<file path="src/rtl/vwl_pkg.sv">
package vwl_pkg;
    typedef enum logic [1:0] {TX_NEGO, TX_IDLE, TX_SEND} tx_state_e;
    typedef enum logic [1:0] {RX_NEGO, RX_GAP, RX_FILL} rx_state_e;
endpackage

</file>
<file path="src/rtl/vwl_width_neg.sv">
module vwl_width_neg #(
    parameter int NCODES = 5,
    parameter int CODE_W = 3
) (
    input  logic              clk,
    input  logic              rst_n,
    input  logic [CODE_W-1:0] req_code,
    input  logic [NCODES-1:0] local_caps,
    input  logic [NCODES-1:0] peer_caps,
    output logic [CODE_W-1:0] width_code,
    output logic              link_up
);
    logic [NCODES-1:0] common;
    logic [CODE_W-1:0] pick;

    always_comb begin
        common = local_caps & peer_caps;
        pick   = '0;
        for (int k = NCODES - 1; k >= 0; k--) begin
            if (common[k]) pick = CODE_W'(k);
        end
        if (int'(req_code) < NCODES) begin
            if (common[req_code]) pick = req_code;
        end
    end

    always_ff @(posedge clk) begin
        if (!rst_n) begin
            width_code <= '0;
            link_up    <= 1'b0;
        end else if (!link_up) begin
            width_code <= pick;
            link_up    <= 1'b1;
        end
    end
endmodule

</file>
<file path="src/rtl/vwl_tx_ser.sv">
module vwl_tx_ser
    import vwl_pkg::*;
#(
    parameter int WORD_W      = 32,
    parameter int GROUP_LANES = 8,
    parameter int CODE_W      = 3,
    localparam int NGROUPS    = WORD_W / GROUP_LANES,
    localparam int LW         = $clog2(WORD_W) + 1
) (
    input  logic               clk,
    input  logic               rst_n,
    input  logic               link_up,
    input  logic [CODE_W-1:0]  width_code,
    input  logic               in_valid,
    output logic               in_ready,
    input  logic [WORD_W-1:0]  in_word,
    input  logic               in_cmd,
    output logic [WORD_W-1:0]  tx_lanes,
    output logic               tx_ctl,
    output logic [NGROUPS-1:0] tx_strobe
);
    tx_state_e          state, state_nxt;
    logic [WORD_W-1:0]  shreg;
    logic               ctl_q;
    logic [LW-1:0]      cnt;
    logic [NGROUPS-1:0] strobe_q;
    logic [NGROUPS-1:0] gmask;
    logic [LW-1:0]      lane_cnt;
    logic [LW-1:0]      last_idx;
    logic [WORD_W-1:0]  lane_mask;
    logic               last_slice;
    logic               accept;

    assign lane_cnt   = LW'(2) << width_code;
    assign last_idx   = LW'(WORD_W >> (width_code + 1'b1)) - LW'(1);
    assign lane_mask  = {WORD_W{1'b1}} >> (LW'(WORD_W) - lane_cnt);
    assign last_slice = (state == TX_SEND) && (cnt == last_idx);
    assign in_ready   = (state == TX_IDLE) || last_slice;
    assign accept     = in_valid && in_ready;

    for (genvar g = 0; g < NGROUPS; g++) begin : g_grp
        assign gmask[g] = (g * GROUP_LANES) < int'(lane_cnt);
    end

    always_comb begin
        state_nxt = state;
        unique case (state)
            TX_NEGO: if (link_up) state_nxt = TX_IDLE;
            TX_IDLE: if (in_valid) state_nxt = TX_SEND;
            TX_SEND: if (last_slice && !in_valid) state_nxt = TX_IDLE;
            default: state_nxt = TX_NEGO;
        endcase
    end

    always_ff @(posedge clk) begin
        if (!rst_n) state <= TX_NEGO;
        else        state <= state_nxt;
    end

    always_ff @(posedge clk) begin
        if (!rst_n) begin
            shreg    <= '0;
            ctl_q    <= 1'b0;
            cnt      <= '0;
            strobe_q <= '0;
        end else if (accept) begin
            shreg    <= in_word;
            ctl_q    <= in_cmd;
            cnt      <= '0;
            strobe_q <= strobe_q ^ gmask;
        end else if (state == TX_SEND && !last_slice) begin
            shreg    <= shreg >> lane_cnt;
            cnt      <= cnt + LW'(1);
            strobe_q <= strobe_q ^ gmask;
        end
    end

    always_comb begin
        tx_lanes  = (state == TX_SEND) ? (shreg & lane_mask) : '0;
        tx_ctl    = (state == TX_SEND) && ctl_q;
        tx_strobe = strobe_q;
    end
endmodule

</file>
<file path="src/rtl/vwl_rx_des.sv">
module vwl_rx_des
    import vwl_pkg::*;
#(
    parameter int WORD_W      = 32,
    parameter int GROUP_LANES = 8,
    parameter int CODE_W      = 3,
    localparam int NGROUPS    = WORD_W / GROUP_LANES,
    localparam int LW         = $clog2(WORD_W) + 1
) (
    input  logic               clk,
    input  logic               rst_n,
    input  logic               link_up,
    input  logic [CODE_W-1:0]  width_code,
    input  logic [WORD_W-1:0]  rx_lanes,
    input  logic               rx_ctl,
    input  logic [NGROUPS-1:0] rx_strobe,
    output logic               rx_word_valid,
    output logic [WORD_W-1:0]  rx_word,
    output logic               rx_cmd
);
    rx_state_e          state, state_nxt;
    logic [NGROUPS-1:0] strobe_prev;
    logic [WORD_W-1:0]  acc;
    logic [WORD_W-1:0]  acc_nxt;
    logic [LW-1:0]      cnt;
    logic [LW-1:0]      lane_cnt;
    logic [LW-1:0]      last_idx;
    logic [WORD_W-1:0]  lane_mask;
    logic               bit_time;
    logic               word_done;

    assign lane_cnt  = LW'(2) << width_code;
    assign last_idx  = LW'(WORD_W >> (width_code + 1'b1)) - LW'(1);
    assign lane_mask = {WORD_W{1'b1}} >> (LW'(WORD_W) - lane_cnt);
    assign bit_time  = (state != RX_NEGO) && (|(rx_strobe ^ strobe_prev));
    assign word_done = bit_time && (cnt == last_idx);
    assign acc_nxt   = (acc >> lane_cnt)
                     | ((rx_lanes & lane_mask) << (LW'(WORD_W) - lane_cnt));

    always_comb begin
        state_nxt = state;
        unique case (state)
            RX_NEGO: if (link_up) state_nxt = RX_GAP;
            RX_GAP:  if (bit_time && !word_done) state_nxt = RX_FILL;
            RX_FILL: if (word_done) state_nxt = RX_GAP;
            default: state_nxt = RX_NEGO;
        endcase
    end

    always_ff @(posedge clk) begin
        if (!rst_n) state <= RX_NEGO;
        else        state <= state_nxt;
    end

    always_ff @(posedge clk) begin
        if (!rst_n) begin
            strobe_prev   <= '0;
            acc           <= '0;
            cnt           <= '0;
            rx_word_valid <= 1'b0;
            rx_word       <= '0;
            rx_cmd        <= 1'b0;
        end else begin
            strobe_prev   <= rx_strobe;
            rx_word_valid <= word_done;
            if (word_done) begin
                rx_word <= acc_nxt;
                rx_cmd  <= rx_ctl;
                cnt     <= '0;
                acc     <= '0;
            end else if (bit_time) begin
                acc <= acc_nxt;
                cnt <= cnt + LW'(1);
            end
        end
    end
endmodule

</file>
<file path="src/rtl/vwl_link.sv">
module vwl_link #(
    parameter int WORD_W      = 32,
    parameter int GROUP_LANES = 8,
    localparam int NCODES     = $clog2(WORD_W),
    localparam int CODE_W     = $clog2(NCODES),
    localparam int NGROUPS    = WORD_W / GROUP_LANES
) (
    input  logic               clk,
    input  logic               rst_n,
    input  logic [NCODES-1:0]  local_caps,
    input  logic [NCODES-1:0]  peer_caps,
    input  logic [CODE_W-1:0]  tx_req_code,
    input  logic [CODE_W-1:0]  rx_req_code,
    output logic [CODE_W-1:0]  tx_width_code,
    output logic [CODE_W-1:0]  rx_width_code,
    input  logic               in_valid,
    output logic               in_ready,
    input  logic [WORD_W-1:0]  in_word,
    input  logic               in_cmd,
    output logic [WORD_W-1:0]  tx_lanes,
    output logic               tx_ctl,
    output logic [NGROUPS-1:0] tx_strobe,
    input  logic [WORD_W-1:0]  rx_lanes,
    input  logic               rx_ctl,
    input  logic [NGROUPS-1:0] rx_strobe,
    output logic               rx_word_valid,
    output logic [WORD_W-1:0]  rx_word,
    output logic               rx_cmd
);
    logic tx_link_up;
    logic rx_link_up;

    vwl_width_neg #(.NCODES(NCODES), .CODE_W(CODE_W)) u_tx_neg (
        .clk(clk), .rst_n(rst_n), .req_code(tx_req_code),
        .local_caps(local_caps), .peer_caps(peer_caps),
        .width_code(tx_width_code), .link_up(tx_link_up)
    );

    vwl_width_neg #(.NCODES(NCODES), .CODE_W(CODE_W)) u_rx_neg (
        .clk(clk), .rst_n(rst_n), .req_code(rx_req_code),
        .local_caps(local_caps), .peer_caps(peer_caps),
        .width_code(rx_width_code), .link_up(rx_link_up)
    );

    vwl_tx_ser #(.WORD_W(WORD_W), .GROUP_LANES(GROUP_LANES), .CODE_W(CODE_W)) u_tx (
        .clk(clk), .rst_n(rst_n), .link_up(tx_link_up), .width_code(tx_width_code),
        .in_valid(in_valid), .in_ready(in_ready), .in_word(in_word), .in_cmd(in_cmd),
        .tx_lanes(tx_lanes), .tx_ctl(tx_ctl), .tx_strobe(tx_strobe)
    );

    vwl_rx_des #(.WORD_W(WORD_W), .GROUP_LANES(GROUP_LANES), .CODE_W(CODE_W)) u_rx (
        .clk(clk), .rst_n(rst_n), .link_up(rx_link_up), .width_code(rx_width_code),
        .rx_lanes(rx_lanes), .rx_ctl(rx_ctl), .rx_strobe(rx_strobe),
        .rx_word_valid(rx_word_valid), .rx_word(rx_word), .rx_cmd(rx_cmd)
    );
endmodule

</file>
<file path="config.mk">
export PLATFORM = sky130hd
export DESIGN_NAME = vwl_link
export DESIGN_NICKNAME = d
export VERILOG_FILES = /design/src/rtl/vwl_pkg.sv /design/src/rtl/vwl_width_neg.sv /design/src/rtl/vwl_tx_ser.sv /design/src/rtl/vwl_rx_des.sv /design/src/rtl/vwl_link.sv
export SDC_FILE = /design/constraint.sdc
export NUM_CORES = 1
export LEC_CHECK = 0
export ABC_AREA = 1
export ABC_CLOCK_PERIOD_IN_PS = 5020
export CORE_MARGIN = 2
export CORE_UTILIZATION = 50
export CTS_CLUSTER_DIAMETER = 100
export DETAILED_ROUTE_END_ITERATION = 16
export DONT_BUFFER_PORTS = 1
export SYNTH_ARGS = -nofsm -noshare
export SYNTH_HDL_FRONTEND = slang
export SYNTH_SLANG_ARGS = --single-unit
export TNS_END_PERCENT = 1
</file>
<file path="constraint.sdc">
create_clock -name clk -period 5.02 [get_ports clk]
set_clock_uncertainty 0.15 [all_clocks]
set_input_delay 1.004 -clock clk [delete_from_list [all_inputs] [get_ports clk]]
set_output_delay 1.004 -clock clk [all_outputs]
set_load 0.05 [all_outputs]
</file>
* Word-level counts from Yosys, hierarchy flattened *
Cells that the tools add are included.

word-level totals
  logic and storage cells = 106
  bits in registers = 130
  output and inout port bits = 78

cells by class
  multiplexer cells = 26
  $add $sub $neg = 8
  reduce and logical (&&, ||, !) cells = 21
  $lt $le $gt $ge = 8
  shifts and indexed selects = 9
  equality and inequality tests = 12
  bitwise logic cells = 7

operators with widths
  operator                                                     count
  2-to-1 mux 32 bit                                            3
  AND 32 bit                                                   2
  right shift 32 x 6 -> 32 bit                                 2
  right shift 32 x 6 -> 32 bit (first input constant)          2
  OR 32 bit                                                    1
  left shift 32 x 6 -> 32 bit                                  1
  2-to-1 mux 3 bit                                             9
  adder 6 x 1 -> 6 bit (second input constant)                 2
  == test 6 bit                                                2
  less-than comparator 5 x 6 -> 1 bit (first input constant)   2
  one-hot mux 2 bit (3 select lines)                           2
  left shift 2 x 3 -> 6 bit (first input constant)             2
  right shift 6 x 3 -> 6 bit (first input constant)            2
  subtractor 6 x 2 -> 6 bit (second input constant)            2
  subtractor 6 bit (first input constant)                      2
  2-to-1 mux 2 bit                                             5
  logical AND 1 bit                                            8
  less-than comparator 3 x 4 -> 1 bit (second input constant)  2
  2-to-1 mux 4 bit                                             2
  XOR 4 bit                                                    2
  adder 3 x 1 -> 3 bit (second input constant)                 2
  binary-select mux 1 bit (select 3 bit)                       2
  less-than comparator 1 x 6 -> 1 bit (first input constant)   1
  less-than comparator 3 bit (second input constant)           2
  15 further kinds                                             29

* Depth between registers and ports, before layout *
Gate-level depths: netlist (run 1).

  word-level depth = 9
  mapped depth = 21
  mapped depth without buffers = 19

* Hierarchy *
From an unflattened synthesis (run 1), not the netlist that was laid out.

second synthesis, totals
  cell total of the unflattened synthesis = 1890
  area total of the unflattened synthesis = 10900.5 µm²

by module, submodules not included
  module         instances  area an instance (µm²)  cells an instance  sequential area each (µm²)
  vwl_rx_des     1          5995.8                  1047               1561.5
  vwl_tx_ser     1          4324.1                  755                900.9
  vwl_width_neg  2          290.3                   44                 80.1

* Least setup slack after synthesis (run 1) *
Ideal clock, no wire load.

  path kind = register to output
  start point = register u_tx_neg.width_code[1]
  end point = output port tx_lanes[29]
  cell stages (with the launch flop) = 15
  setup slack = 462 ps
  data required time = 3866 ps
  path buffers = 1
  arrival time = 3404 ps
  cells stage by stage = dfxtp_1 > inv_1 > nand3_1 > clkbuf_1 > ha_1 > inv_1 > nor2_1 > nand2_1 > nand2_1 > nand2_1 > inv_1 > nand2_1 > nor2_1 > nand2_1 > nor3_1

between the ends
  cells in the longest elaborated chain, start to end = 5

RTL lines
  element                       line                 source
  start, declared               vwl_width_neg.sv:10  output logic [CODE_W-1:0] width_code,
  start signal, assigned        vwl_width_neg.sv:32  width_code <= pick;
  left shift 2 x 3 -> 6 bit     vwl_tx_ser.sv:34     assign lane_cnt = LW'(2) << width_code;
  subtractor 6 bit              vwl_tx_ser.sv:36     assign lane_mask = {WORD_W{1'b1}} >> (LW'(WORD_W) - lane_cnt);
  right shift 32 x 6 -> 32 bit  vwl_tx_ser.sv:36
  AND 32 bit                    vwl_tx_ser.sv:79     tx_lanes = (state == TX_SEND) ? (shreg & lane_mask) : '0;
  2-to-1 mux 32 bit             vwl_tx_ser.sv:79
  end, declared                 vwl_link.sv:20       output logic [WORD_W-1:0] tx_lanes,

No other way between the ends.

* Worst setup path in the final report (run 1) *
  start point = register u_tx_neg.width_code[0]
  end point = output port tx_lanes[13]

The elaborated chain is that of the path after synthesis.

==> impl_metrics.toml, run 1 <==
[clock_tree]
clk_path_buf_depth = 2
cts_sinks = 130
hold_buffers = 0
cts.htree.levels = 4
cts_tree = "built"
cts-root-buf = "clkbuf_16"
cts_resized = 0
clock_latency_ns = 0.43
path_clk_slew_ns = 0.07
cts_setup_buffers = 0
numCtsBuffers = 17

[floorplan]
ios = 167
fp.dieArea_um2 = 22700
die_h_um = 151
initial_utilization_pct = 51.1
rows = 53
core_um2 = 21000
fp.dieW_um = 151

[yosys]
ys_seq_area_share_pct = 24.2
yosysMostFrequentCell = "nand2_1"
synth-adder-area-share_pct = 1.63
synth_edf_count = 0
synth_area_per_cell_um2 = 5.65
synth_simple_gate_area_share_pct = 45.1
muxShareOfSynthArea_pct = 0.0932
synth_top_area_share_pct = 24.2
synthTopCellsByCount = "608 x nand2_1, 250 x nand3_1, 213 x inv_1"
synth_compound_area_share_pct = 14.5
synth_top_family_by_area = "simple AND/OR/NAND/NOR gates"
yosys_register_bits = 130
synth_flop_cell = "dfxtp_1"
synth_cell_types = 47
synth-async-reset-ratio_pct = 0
synth_top_cell_by_area = "dfxtp_1"
syn_area_um2 = 10700
synth_top_cells_by_area = "dfxtp_1 24%, nand2_1 21%, nand3_1 12%"
synthesis.nets = 2005
syn_inst = 1902
yosys_warnings = 0
synth_xor_area_share_pct = 1.55

[drt]
dr.pass1.iters = 5
dr_total_vias = 12400
ant_nets = 0
post_drt_wl_per_cell_um = 17.8
routed.top_layer = "met4"
wl_um = 38300
drc = 0
wl_met1_um = 15300
route.met2.wl_um = 18500
met3_length_um = 2510
viasPerCell = 5.74
drtIter0Drc = 1117

[placement]
hpwl_um = 28300
dp_slack_ns = 0.826
place_congestion = 0.949
io_buffers = 0

[grt]
antenna_found_initial = 0
grt_pass1_vias = 11400
overflow = 0
track_usage_pct = 33.8
grt_max_degree = 90
grt_pass1_wl_um = 60200

[timing]
finalHoldViolCount = 0
final-max-slew-violation-count = 0
finalWorstPathRequiredPeriod_ns = 4.68
period_share_pct = 93.2
relSlewSlack_pct = 25.5
rsz0062_at_grt = "false"
setup_viol = 0
worst_pin_slew_ns = 1.11
fmax_mhz = 214
setup_tns_ns = 0
worst_slack_ns = 0.340

[power_and_ir_drop]
powerDensity_nw_per_um2 = 347
irDropWorstVdd_v = 0.000238
clkPwrFrac_pct = 31.6
seq_power_share_pct = 29.5
comb_power_share_pct = 38.9
switchingPower_mw = 1.76
p_sw_share_pct = 43.7
leakage_nw = 5.72
intPower_mw = 2.28

[layout]
layout.nets = 1972
fin_util_pct = 55.4
nFillCells = 2221
antenna_cells = 0
synthToLayoutAreaGrowth_pct = 8.45
drive_above_1_share_pct = 7.81

[critical_path]
path_cells = "nand2_1, inv_2, ha_1, inv_1, o21ai_0, nand2_1, o21ai_1, inv_1, o21ai_0, nor3_2, buf_4"
startpoint_type = "register"
worstSetupEndpointType = "primary output"
crit_type = "reg2out"
critical_path_arrival_ns = 3.53
required_ns = 3.87
slowest_delay_ns = 0.80
critical-path-slowest-cell = "dfxtp_1"
crit_fanout = 12

[status]
outcome = "completed"

[run]
cap_violations = 0

[worst_hold_path]
hold_path_class = "reg2reg"
-- metrics by stage --
stage,power (mW),std cells,hold slack (ns),area (µm²)
global route,4.27,2157,0.337,11600
detailed placement,2.75,2125,0.304,11100
CTS,4.01,2157,0.314,11600
global placement,2.75,2125,0.297,11100
finish,4.04,2157,0.306,11600
floorplan,2.35,1902,0.280,10700
-- final timing paths --
check / cells past startpoint / from / slack (ns) / end
setup / recovery: 11 / u_tx_neg.width_code[0] / 0.34 / tx_lanes[13]
hold / removal: 2 / u_tx.cnt[5] / 0.31 / u_tx.cnt[5]
setup reg to reg: 18 / u_tx_neg.width_code[0] / 0.77 / u_tx.shreg[24]
hold reg to reg: 2 / u_tx.cnt[5] / 0.31 / u_tx.cnt[5]
-- critical path: cells and delay by family, from the launching register on --
family	cells	cell delay (ns)
flops	1	0.80
buf+inv	4	0.75
compound gates	3	0.67
simple gates	3	0.56
fa+ha+maj	1	0.32
-- sequential cells by signal, indices dropped and copies added (netlist names), 2 cells and up --
register             flops
u_tx.state               2
u_rx.rx_word            32
u_tx_neg.width_code      3
u_rx_neg.width_code      3
u_rx.strobe_prev         4
u_rx.acc                32
u_rx.cnt                 6
u_tx.cnt                 6
u_rx.state               2
u_tx.tx_strobe           4
u_tx.shreg              32
-- metal layers --
| metal | track usage, % | up-vias |
|---|---|---|
| met5 | 0 | - |
| met4 | 18.4 | 0 |
| met3 | 4.82 | 116 |
| met2 | 58.1 | 508 |
| met1 | 40.4 | 5616 |
| li1 | - | 6134 |
-- power groups by stage --
stage / combinational, mW / sequential (mW) / clock (mW)
floorplan: 1.15 / 1.20 / 0
global placement: 1.53 / 1.21 / 0
detailed placement: 1.53 / 1.21 / 0
CTS: 1.54 / 1.19 / 1.28
global route: 1.75 / 1.20 / 1.32
finish: 1.57 / 1.19 / 1.28
-- cell type report --
class | instances | area [µm²] | area share [%]
inverters | 230 | 866 | 7.43
well taps | 275 | 344 | 2.95
flip-flops and latches | 130 | 2600 | 22.3
multi-input cells | 1434 | 6820 | 58.6
repair buffers | 56 | 420 | 3.61
clock buffers | 17 | 425 | 3.65
clock inverters | 15 | 164 | 1.41
-- cells by family (layout without fill, tap and decap cells) --
group / after synthesis / in the layout
compound gates: 286 / 286
xor+xnor: 19 / 19
fa+ha+maj: 14 / 14
buf+inv: 338 / 318
flops: 130 / 130
mux: 1 / 1
simple gates: 1114 / 1114
-- cell usage in the layout (no fill, tap or decap), types with 3 or more instances in the layout --
cell / n
nand2_1: 608
nand3_1: 250
inv_1: 213
o21ai_0: 149
dfxtp_1: 130
nor2_1: 128
nand4_1: 66
a21oi_1: 64
buf_4: 56
o211ai_1: 26
o21ai_1: 23
clkbuf_16: 17
nor3_2: 16
nor3_1: 15
inv_2: 14
ha_1: 14
xor2_1: 13
nor2_2: 7
nand2_2: 7
xnor2_1: 6
o22ai_1: 5
inv_8: 5
nor2_4: 4
o2111ai_1: 4
a31oi_1: 4
inv_6: 4
o221ai_1: 3
(Power assumes the default switching activity.)
==> run 2, diff against run 1 <==
- CORE_ASPECT_RATIO: not set -> 0.9
==> impl_metrics.toml, run 2 (synthesis gave the netlist of run 1 again) <==
[critical_path]
required_ns = 3.87
startpoint_type = "register"
critical_path_arrival_ns = 3.39
crit_buf_inv = 4
critical-path-slowest-cell = "inv_1"
cpLargestDelayFamily = "simple AND/OR/NAND/NOR gates"
slowest_delay_ns = 0.40
path_cells = "buf_4, inv_2, ha_1, inv_1, o21ai_0, nand2_1, nand2_1, nor2_1, nand2_1, nor3_2, buf_12"
crit_fanout = 12
crit_type = "reg2out"
worstSetupEndpointType = "primary output"
worst_path_most_repeated_cell = "nand2_1"

[layout]
synthToLayoutAreaGrowth_pct = 8.95
nFillCells = 2273
antenna_cells = 0
layout_commonest_cell = "nand2_1"
postLayoutCellArea_um2 = 11700
top_regs = "u_rx.acc: 32 flops, u_rx.rx_word: 32 flops, u_tx.shreg: 32 flops"
layout.nets = 1976
drive_above_1_share_pct = 7.79
layout_common_cells = "608 x nand2_1, 250 x nand3_1, 213 x inv_1"

[clock_tree]
clk_path_buf_depth = 2
cts-root-buf = "clkbuf_16"
hold_buffers = 0
clock_latency_ns = 0.45
numCtsBuffers = 17
cts_resized = 0
cts_sinks = 130
path_clk_slew_ns = 0.07
cts_tree = "built"
cts_setup_buffers = 0
cts.htree.levels = 4

[timing]
finalWorstPathRequiredPeriod_ns = 4.55
setup_viol = 0
relSlewSlack_pct = 28.1
rsz0062_at_grt = "false"
final-max-slew-violation-count = 0
setup_tns_ns = 0
worst_slack_ns = 0.475
fmax_mhz = 220
finalHoldViolCount = 0
fin_hold_ws_ns = 0.302
worst_pin_slew_ns = 1.08
period_share_pct = 90.5

[placement]
place_congestion = 0.950
io_buffers = 0
place_area_um2 = 11100
hpwl_um = 28800
dp_slack_ns = 1.02

[grt]
grt_pass1_wl_um = 61600
grt_max_degree = 53
overflow = 0
track_usage_pct = 34.8
antenna_found_initial = 0
grt_pass1_vias = 11500

[floorplan]
ios = 167
die_h_um = 143
fp.dieW_um = 158
fp.dieArea_um2 = 22700
rows = 50
core_um2 = 21000
initial_utilization_pct = 51.2

[power_and_ir_drop]
power_mw = 4.07
comb_power_share_pct = 38.1
leakage_nw = 5.74
switchingPower_mw = 1.74
irDropWorstVdd_v = 0.000227
powerDensity_nw_per_um2 = 348
clkPwrFrac_pct = 32.7
intPower_mw = 2.33
p_sw_share_pct = 42.7
seq_power_share_pct = 29.2

[drt]
drtIter0Drc = 1328
post_drt_wl_per_cell_um = 18.0
dr.pass1.iters = 9
dr_total_vias = 12500
drc = 0
ant_nets = 0
viasPerCell = 5.76
wl_um = 39000

[worst_hold_path]
hold_path_class = "reg2reg"

[status]
outcome = "completed"

[run]
cap_violations = 0
-- run 2: cell count changes in the layout (fill, tap and decap cells not counted), moves of 2 or more --
cell	delta
nor3_1	+4
nor3_2	-4
buf_4	+3
clkinvlp_4	+3
clkinv_2	-2
inv_8	-2
-- run 2: worst paths after layout --
kind                            cells after the start  slack, ns              to              startpoint
worst max register to register                     17       1.11  u_tx.shreg[21]  u_tx_neg.width_code[2]
worst min register to register                      2       0.30      u_tx.ctl_q              u_tx.ctl_q
worst max-delay path                               11       0.47    tx_lanes[29]  u_tx_neg.width_code[2]
worst min-delay path                                2       0.30      u_tx.ctl_q              u_tx.ctl_q
-- run 2: metrics by stage --
| stage | cells | utilization (%) |
|---|---|---|
| global route | 2172 | 55.8 |
| global placement | 2140 | 52.9 |
| floorplan | 1902 | - |
| finish | 2172 | 55.8 |
| CTS | 2172 | 55.8 |
| detailed placement | 2140 | 52.9 |
-- run 2: worst register-to-register path, delay by kind of cell, from the launching register on --
kind / cells / cell delay [ns]
buffers and inverters: 5 / 0.58
XOR/XNOR: 2 / 0.31
AO/OA/AOI/OAI: 1 / 0.16
adder cells (fa/ha/maj): 2 / 0.59
flip-flops: 1 / 0.31
AND/OR/NAND/NOR: 7 / 1.73
-- run 2: area by class of cell --
| cell class | count | area, µm² | share of cell area [%] |
|---|---|---|---|
| Multi-Input combinational cell | 1434 | 6800 | 58.2 |
| Timing Repair Buffer | 60 | 463 | 3.96 |
| Tap cell | 286 | 358 | 3.06 |
| Clock buffer | 18 | 439 | 3.75 |
| Clock inverter | 14 | 168 | 1.43 |
| Inverter | 230 | 866 | 7.40 |
| Sequential cell | 130 | 2600 | 22.2 |
-- run 2: power groups by stage --
stage / sequential (mW) / clock [mW] / combinational, mW
after floorplan: 1.20 / 0 / 1.15
after global placement: 1.21 / 0 / 1.51
after global routing: 1.20 / 1.38 / 1.73
after CTS: 1.19 / 1.34 / 1.52
final: 1.19 / 1.33 / 1.55
after detailed placement: 1.21 / 0 / 1.51
-- run 2: metal layers --
metal / GRT usage (%) / routed length, µm
met5: 0 / 0
met4: 15.9 / 1650
met3: 6.71 / 3100
met2: 57.7 / 18000
met1: 43.7 / 16300
==> run 3, diff against run 2 <==
- ABC_CLOCK_PERIOD_IN_PS: 5020 -> 4900
- clock period: 5.02 -> 4.9 ns (I/O delays scaled with it)
==> impl_metrics.toml, run 3 (synthesis gave the netlist of run 1 again) <==
[timing]
final-max-slew-violation-count = 0
rsz0062_at_grt = "false"
worst_pin_slew_ns = 1.12
finalHoldViolCount = 0
relSlewSlack_pct = 24.9
fmax_mhz = 220
finalWorstPathRequiredPeriod_ns = 4.55
setup_viol = 0
setup_tns_ns = 0
period_share_pct = 92.9
fin_hold_ws_ns = 0.312

[grt]
grt_max_degree = 90
grt_pass1_wl_um = 61300
overflow = 0
grt_pass1_vias = 11300
antenna_found_initial = 0
track_usage_pct = 35.0

[placement]
hpwl_um = 29100
placedCellCount = 2142
place_congestion = 0.999
io_buffers = 0

[critical_path]
crit_type = "reg2out"
crit_fanout = 12
critical_path_arrival_ns = 3.42
required_ns = 3.77
worstSetupEndpointType = "primary output"
startpoint_type = "register"

[drt]
drc = 0
post_drt_wl_per_cell_um = 18.3
wl_um = 39900
ant_nets = 0
drtIter0Drc = 1415
dr_total_vias = 12700
viasPerCell = 5.83
dr.pass1.iters = 10

[power_and_ir_drop]
power_mw = 4.27
leakage_nw = 5.77
powerDensity_nw_per_um2 = 364
irDropWorstVdd_v = 0.000230

[status]
outcome = "completed"

[floorplan]
fp.dieW_um = 158
ios = 167
rows = 50
core_um2 = 21000
initial_utilization_pct = 51.2
die_h_um = 143
fp.dieArea_um2 = 22700

[clock_tree]
cts_sinks = 130
cts_setup_buffers = 0
cts_resized = 0
path_clk_slew_ns = 0.06
clock_latency_ns = 0.45
cts-root-buf = "clkbuf_16"
clk_path_buf_depth = 2
cts_tree = "built"
hold_buffers = 0
cts.htree.levels = 4
numCtsBuffers = 17

[run]
cap_violations = 0

[layout]
top_regs = "u_rx.acc: 32 flops, u_rx.rx_word: 32 flops, u_tx.shreg: 32 flops"
drive_above_1_share_pct = 7.89
layout.nets = 1978
layout_common_cells = "608 x nand2_1, 250 x nand3_1, 213 x inv_1"
antenna_cells = 0
synthToLayoutAreaGrowth_pct = 9.43
nFillCells = 2232
layout_commonest_cell = "nand2_1"
instances_no_fill = 2174

[worst_hold_path]
hold_path_class = "reg2reg"
## run 3: cell types whose count changed in the layout (fill, tap and decap cells not counted)
cell        before  now
clkbuf_8         1    0
buf_4           59   61
inv_6            5    6
inv_8            3    1
bufinv_16        2    4
clkinv_4         0    3
clkinvlp_4       4    1
## run 3: path summary, 6_finish.rpt
check                    to              startpoint  cells past startpoint  slack, ns
max            tx_lanes[29]  u_tx_neg.width_code[2]                     11       0.35
min              u_tx.ctl_q              u_tx.ctl_q                      2       0.31
max reg2reg  u_tx.shreg[23]  u_tx_neg.width_code[0]                     18       0.92
min reg2reg      u_tx.ctl_q              u_tx.ctl_q                      2       0.31
## run 3: power by group
| group | internal [mW] | total (mW) | switching [mW] |
|---|---|---|---|
| logic | 0.467 | 1.61 | 1.14 |
| clock network | 0.868 | 1.45 | 0.579 |
| registers | 1.15 | 1.22 | 0.0739 |
## run 3: layer usage
layer	up-vias	GRT usage, %	wire [µm]
met5	-	0	0
met4	0	14.6	1690
met3	110	5.92	3520
met2	652	59.4	18600
met1	5762	43.9	16100
li1	6153	-	-
## run 3: layout make-up
| type | instances | area, µm² | area share, % |
|---|---|---|---|
| multi-input combinational | 1434 | 6800 | 57.9 |
| clock inverter | 15 | 218 | 1.85 |
| tap | 286 | 358 | 3.05 |
| inverter | 230 | 866 | 7.37 |
| timing repair buffer | 62 | 478 | 4.07 |
| sequential | 130 | 2600 | 22.1 |
| clock buffer | 17 | 425 | 3.62 |
## run 3: worst max-delay path, stage by stage, from the launching register on
cell     delay (ns)
dfxtp_1        0.30
buf_4          0.23
inv_2          0.10
ha_1           0.34
inv_1          0.40
o21ai_0        0.21
nand2_1        0.25
nand2_1        0.22
nor2_1         0.25
nand2_1        0.17
nor3_2         0.30
buf_12         0.19
## run 3: stage by stage
| step | utilization, % | worst slack (ns) | cell area, µm² |
|---|---|---|---|
| detailed placement | 53.0 | 0.934 | 11100 |
| global route | 56.1 | 0.284 | 11800 |
| CTS | 56.1 | 0.462 | 11800 |
| floorplan | - | 0.366 | 10700 |
| finish | 56.1 | 0.349 | 11800 |
| global placement | 53.0 | 0.913 | 11100 |
